`config.mk`:
```
export PLATFORM = sky130hd
export DESIGN_NAME = ais_cell_steer
export DESIGN_NICKNAME = d
export VERILOG_FILES = /design/src/rtl/ais_cell_steer.sv
export SDC_FILE = /design/constraint.sdc
export NUM_CORES = 1
export LEC_CHECK = 0
export BUFFER_PORTS_ARGS = -buffer_cell sky130_fd_sc_hd__buf_2
export CORE_MARGIN = 8
export CORE_UTILIZATION = 25
export CTS_CLUSTER_DIAMETER = 80
export CTS_CLUSTER_SIZE = 8
export DETAILED_ROUTE_END_ITERATION = 7
export GPL_TIMING_DRIVEN = 0
export SLEW_MARGIN = 20
export SYNTH_ARGS = -nofsm -noshare
export SYNTH_HDL_FRONTEND = slang
export SYNTH_SLANG_ARGS = --single-unit
```
`constraint.sdc`:
```
create_clock -name clk -period 1.65 [get_ports clk]
set_input_delay 0.0825 -clock clk [delete_from_list [all_inputs] [get_ports clk]]
set_output_delay 0.0825 -clock clk [all_outputs]
set_load 0.005 [all_outputs]
```
`src/rtl/ais_cell_steer.sv`:
```
module ais_cell_steer #(
  parameter int PERIOD = 1024
) (
  input  logic       clk,
  input  logic       rst,
  input  logic       in_valid,
  input  logic [1:0] in_kind,
  input  logic       buf_ready,
  input  logic       slot_tick,
  output logic       slot_valid,
  output logic [1:0] slot_sel,
  output logic       alarm_state
);
  localparam int CW = $clog2(PERIOD + 1);
  localparam logic [CW-1:0] RELOAD = CW'(PERIOD);
  localparam logic [1:0] K_REG = 2'b00, K_AIS = 2'b10;
  localparam logic [1:0] S_EMPTY = 2'b00, S_BUF = 2'b01, S_AIS = 2'b10;

  logic [CW-1:0] cnt;
  logic          pend;

  wire got_ais = in_valid && (in_kind == K_AIS);
  wire got_reg = in_valid && (in_kind == K_REG);

  always_ff @(posedge clk) begin
    if (rst) begin
      slot_valid  <= 1'b0;
      slot_sel    <= S_EMPTY;
      alarm_state <= 1'b0;
      pend        <= 1'b0;
      cnt         <= '0;
    end else begin
      slot_valid <= slot_tick;
      if (slot_tick) begin
        if (pend) begin
          slot_sel <= S_AIS;
          pend     <= 1'b0;
          cnt      <= RELOAD;
        end else if (buf_ready) begin
          slot_sel <= S_BUF;
          if (alarm_state) begin
            cnt <= cnt - CW'(1);
            if (cnt == CW'(1)) pend <= 1'b1;
          end
        end else begin
          slot_sel <= S_EMPTY;
        end
      end
      if (got_ais) begin
        alarm_state <= 1'b1;
        pend        <= 1'b1;
        cnt         <= RELOAD;
      end else if (got_reg) begin
        alarm_state <= 1'b0;
        pend        <= 1'b0;
        cnt         <= '0;
      end
    end
  end


  strobe_follows_tick_chk: assert property (@(posedge clk) disable iff (rst)
    slot_valid |-> $past(slot_tick));

  sel_code_legal_chk: assert property (@(posedge clk) disable iff (rst)
    slot_valid |-> (slot_sel != 2'b11));

  buf_only_when_ready_chk: assert property (@(posedge clk) disable iff (rst)
    (slot_valid && slot_sel == S_BUF) |-> $past(buf_ready));

  ais_entry_chk: assert property (@(posedge clk) disable iff (rst)
    got_ais |=> (alarm_state && pend));

  ais_only_in_alarm_chk: assert property (@(posedge clk) disable iff (rst)
    (slot_valid && slot_sel == S_AIS) |-> $past(alarm_state));

  regular_exit_chk: assert property (@(posedge clk) disable iff (rst)
    got_reg |=> (!alarm_state && !pend));

  pending_needs_alarm_chk: assert property (@(posedge clk) disable iff (rst)
    pend |-> alarm_state);
endmodule

```
==> flow_metrics.env <==
export IMPL_die_y_um=71.48
export IMPL_clock_power_share_pct=32.6
export IMPL_cts_sinks=16
export IMPL_finalHoldViolCount=0
export IMPL_first_iter_violations=36
export IMPL_finalPower_uw=811.6
export IMPL_path_cells="or4_4 > nor4_2 > xnor2_1 > nor2_1"
export IMPL_drt_pass1_iterations=4
export IMPL_cts_root_buf="clkbuf_4"
export IMPL_netlist_area_leader_share_pct=41.63
export IMPL_rsz0062_at_grt="true"
export IMPL_fillCellCount=320
export IMPL_layout_cells_non_filler=133
export IMPL_std_cell_rows=20
export IMPL_critPathLaunchType="flop"
export IMPL_ys_warn_count=0
export IMPL_port_buffers=8
export IMPL_grt_pass1_vias=656
export IMPL_p_leak_nw=0.3364
export IMPL_max_freq_mhz=628.9
export IMPL_fin_nets=110
export IMPL_ant_nets=0
export IMPL_clk_pin_slew_worst_paths_ns=0.09
export IMPL_synth_yosys_seq_area_share_pct=41.63
export IMPL_clk_latency_ns=0.29
export IMPL_wl_per_cell_um=12.39
export IMPL_netlist_instances=88
export IMPL_grt_overflow=0
export IMPL_cpMaxStageDelayCell="or4_4"
export IMPL_core_area_um2=3003
export IMPL_cp_max_fo=5
export IMPL_drc_errors=0
export IMPL_swShare_pct=26.40
export IMPL_pwr_share_comb_pct=16.1
export IMPL_netlist_area_um2=769.5
export IMPL_die_w_um=71.48
export IMPL_wl_mm=1.648
export IMPL_ys_types=28
export IMPL_seqPwrFrac_pct=51.3
export IMPL_tightestPinTransition_ns=0.4611
export IMPL_crit_arrival_ns=1.77
export IMPL_grt_max_degree=11
export IMPL_crit_family="simple AND/OR/NAND/NOR gates"
export IMPL_grt_pass1_wl_mm=2.870
export IMPL_die_area_um2=5109
export IMPL_cts_tree="yes"
export IMPL_holdBufCountCts=0
export IMPL_syn2layout_area_growth_pct=17.40
export IMPL_h_tree_depth=1
export IMPL_finalSetupViolCount=0
export IMPL_crit_required_ns=1.83
export IMPL_power_density_nw_per_um2=898.4
export IMPL_vias=657
export IMPL_dp_cells=129
export IMPL_max_cap_violations=0
export IMPL_num_antenna_cells=0
export IMPL_drive_gt1_share_pct=22.00
export IMPL_whs_ns=0.04192
export IMPL_fin_crit_ns=1.590
export IMPL_cp_slowest_stage_delay_ns=0.60
export IMPL_post_synth_cell_area_avg_um2=8.744
export IMPL_synth_seq_cells=16
export IMPL_cts_buffers=3
export IMPL_p_int_uw=597.3
export IMPL_ir_drop_v=0.0001773
export IMPL_critPathBufInv=0
export IMPL_dp_hpwl_mm=1.239
export IMPL_cts_setup_buffers=0
export IMPL_antenna_found_initial=0
export IMPL_outcome="complete, no violations"
export IMPL_hp_class="primary input to flop"
export IMPL_place_congestion=0.7508
export IMPL_cts_buffer_depth=2
export IMPL_start_util_pct=25.63
export IMPL_yosys_top_cells_area="dfxtp_1, xnor2_1, nor2_1, a21oi_1, nor3_1"
export IMPL_finClkSkew_ns=0.001320
export IMPL_p_sw_uw=214.2
export IMPL_num_io_pins=11
export IMPL_yosys_area_top_type="dfxtp_1"
export IMPL_drt_vias_per_instance=4.940
export IMPL_slew_violations=0
export IMPL_crit_type="flop to flop"
export IMPL_max_slew_margin_pct=69.26
export IMPL_end_kind="flop"
export IMPL_grt_use_total_pct=7.238
export IMPL_synth_nets=97
export IMPL_fin_crit_sh_pct=96.37
==> state kept, by name, indices dropped and copies added (netlist names) <==
name	count
slot_sel	2
pend	1
slot_valid	1
cnt	11
alarm_state	1
==> area by class of cell <==
cell class                      instances  area [um^2]  area share (%)
Buffer                                  2        8.758          0.9695
Tap cell                               33        41.29           4.571
Clock buffer                            4        36.28           4.017
Inverter                                4        15.01           1.662
Multi-Input combinational cell         66        440.4           48.75
Sequential cell                        16        321.6           35.60
Timing Repair Buffer                    8        40.04           4.432
==> layer usage <==
| metal | vias up | part of all wire [%] | track usage [%] |
|---|---|---|---|
| li1 | 335 | - | - |
| met1 | 303 | 46 | 7.829 |
| met2 | 14 | 46 | 10.82 |
| met3 | 5 | 3.9 | 2.510 |
| met4 | 0 | 4.3 | 6.803 |
| met5 | - | 0 | 0 |
==> final timing paths <==
path                             from                  endpoint  slack, ns  cells past startpoint
max               cnt[5]$_SDFFE_PP0P_       cnt[8]$_SDFFE_PP0P_       0.06                      4
min                        in_kind[1]  alarm_state$_SDFFE_PP0N_       0.04                      3
max reg2reg       cnt[5]$_SDFFE_PP0P_       cnt[8]$_SDFFE_PP0P_       0.06                      4
min reg2reg  slot_sel[1]$_SDFFE_PP0P_  slot_sel[1]$_SDFFE_PP0P_       0.47                      2
==> stage by stage <==
step	utilization (%)	area [um^2]	setup TNS, ns	worst slack [ns]
finish	30.08	903.4	0	0.05995
global route	30.08	903.4	-0.001662	-0.001662
CTS	29.75	893.4	0	0.03385
detailed placement	28.33	850.8	-0.1474	-0.09205
global placement	28.33	850.8	-0.09326	-0.04925
floorplan	-	769.5	0	0.02021
==> synthesized netlist by cell type <==
library cell   n
a211oi_1       2
a21oi_1        8
a31o_1         1
buf_2          1
clkbuf_1       1
dfxtp_1       16
ha_1           2
inv_1          4
nand2_1        4
nand2b_1       5
nand3_1        1
nand3b_1       1
nand4b_1       1
nor2_1        12
nor2b_1        2
nor3_1         7
nor4_1         2
nor4_2         1
nor4_4         1
nor4b_1        1
o21ai_0        2
o31a_1         1
or2_2          1
or3_2          2
or3b_1         1
or4_4          1
xnor2_1        6
xor2_1         1
==> kinds of logic after synthesis <==
group	after synthesis	synth area share (%)
simple gates	43	33.33
flops	16	41.63
compound gates	14	10.73
xor+xnor	7	7.968
buf+inv	6	3.088
fa+ha+maj	2	3.252
==> worst reg2reg max path: stages, from the launching register on <==
cell and delay (ns):
dfxtp_1 0.33, or4_4 0.60, nor4_2 0.32, xnor2_1 0.16, nor2_1 0.06
==> placed cells by master (no fill, tap or decap), drive strengths merged <==
cell type / count
a211oi: 2
a21oi: 8
a31o: 1
buf: 9
clkbuf: 5
dfxtp: 16
ha: 2
inv: 4
nand2: 4
nand2b: 5
nand3: 1
nand3b: 1
nand4b: 1
nor2: 12
nor2b: 2
nor3: 7
nor4: 4
nor4b: 1
o21ai: 2
o31a: 1
or2: 1
or3: 2
or3b: 1
or4: 1
xnor2: 6
xor2: 1
==> repair_timing <==
item,in CTS,in global routing
setup endpoints to repair,2,4
resized for setup,2,2
pin swaps,2,0
==> power by group through the flow <==
stage | sequential (mW) | combinational (mW) | clock, mW
final | 0.416 | 0.131 | 0.264
after global routing | 0.419 | 0.147 | 0.287
after CTS | 0.416 | 0.127 | 0.277
after detailed placement | 0.424 | 0.125 | 0
after global placement | 0.424 | 0.123 | 0
after floorplan | 0.422 | 0.0961 | 0
Power figures use the tool's default switching activity.
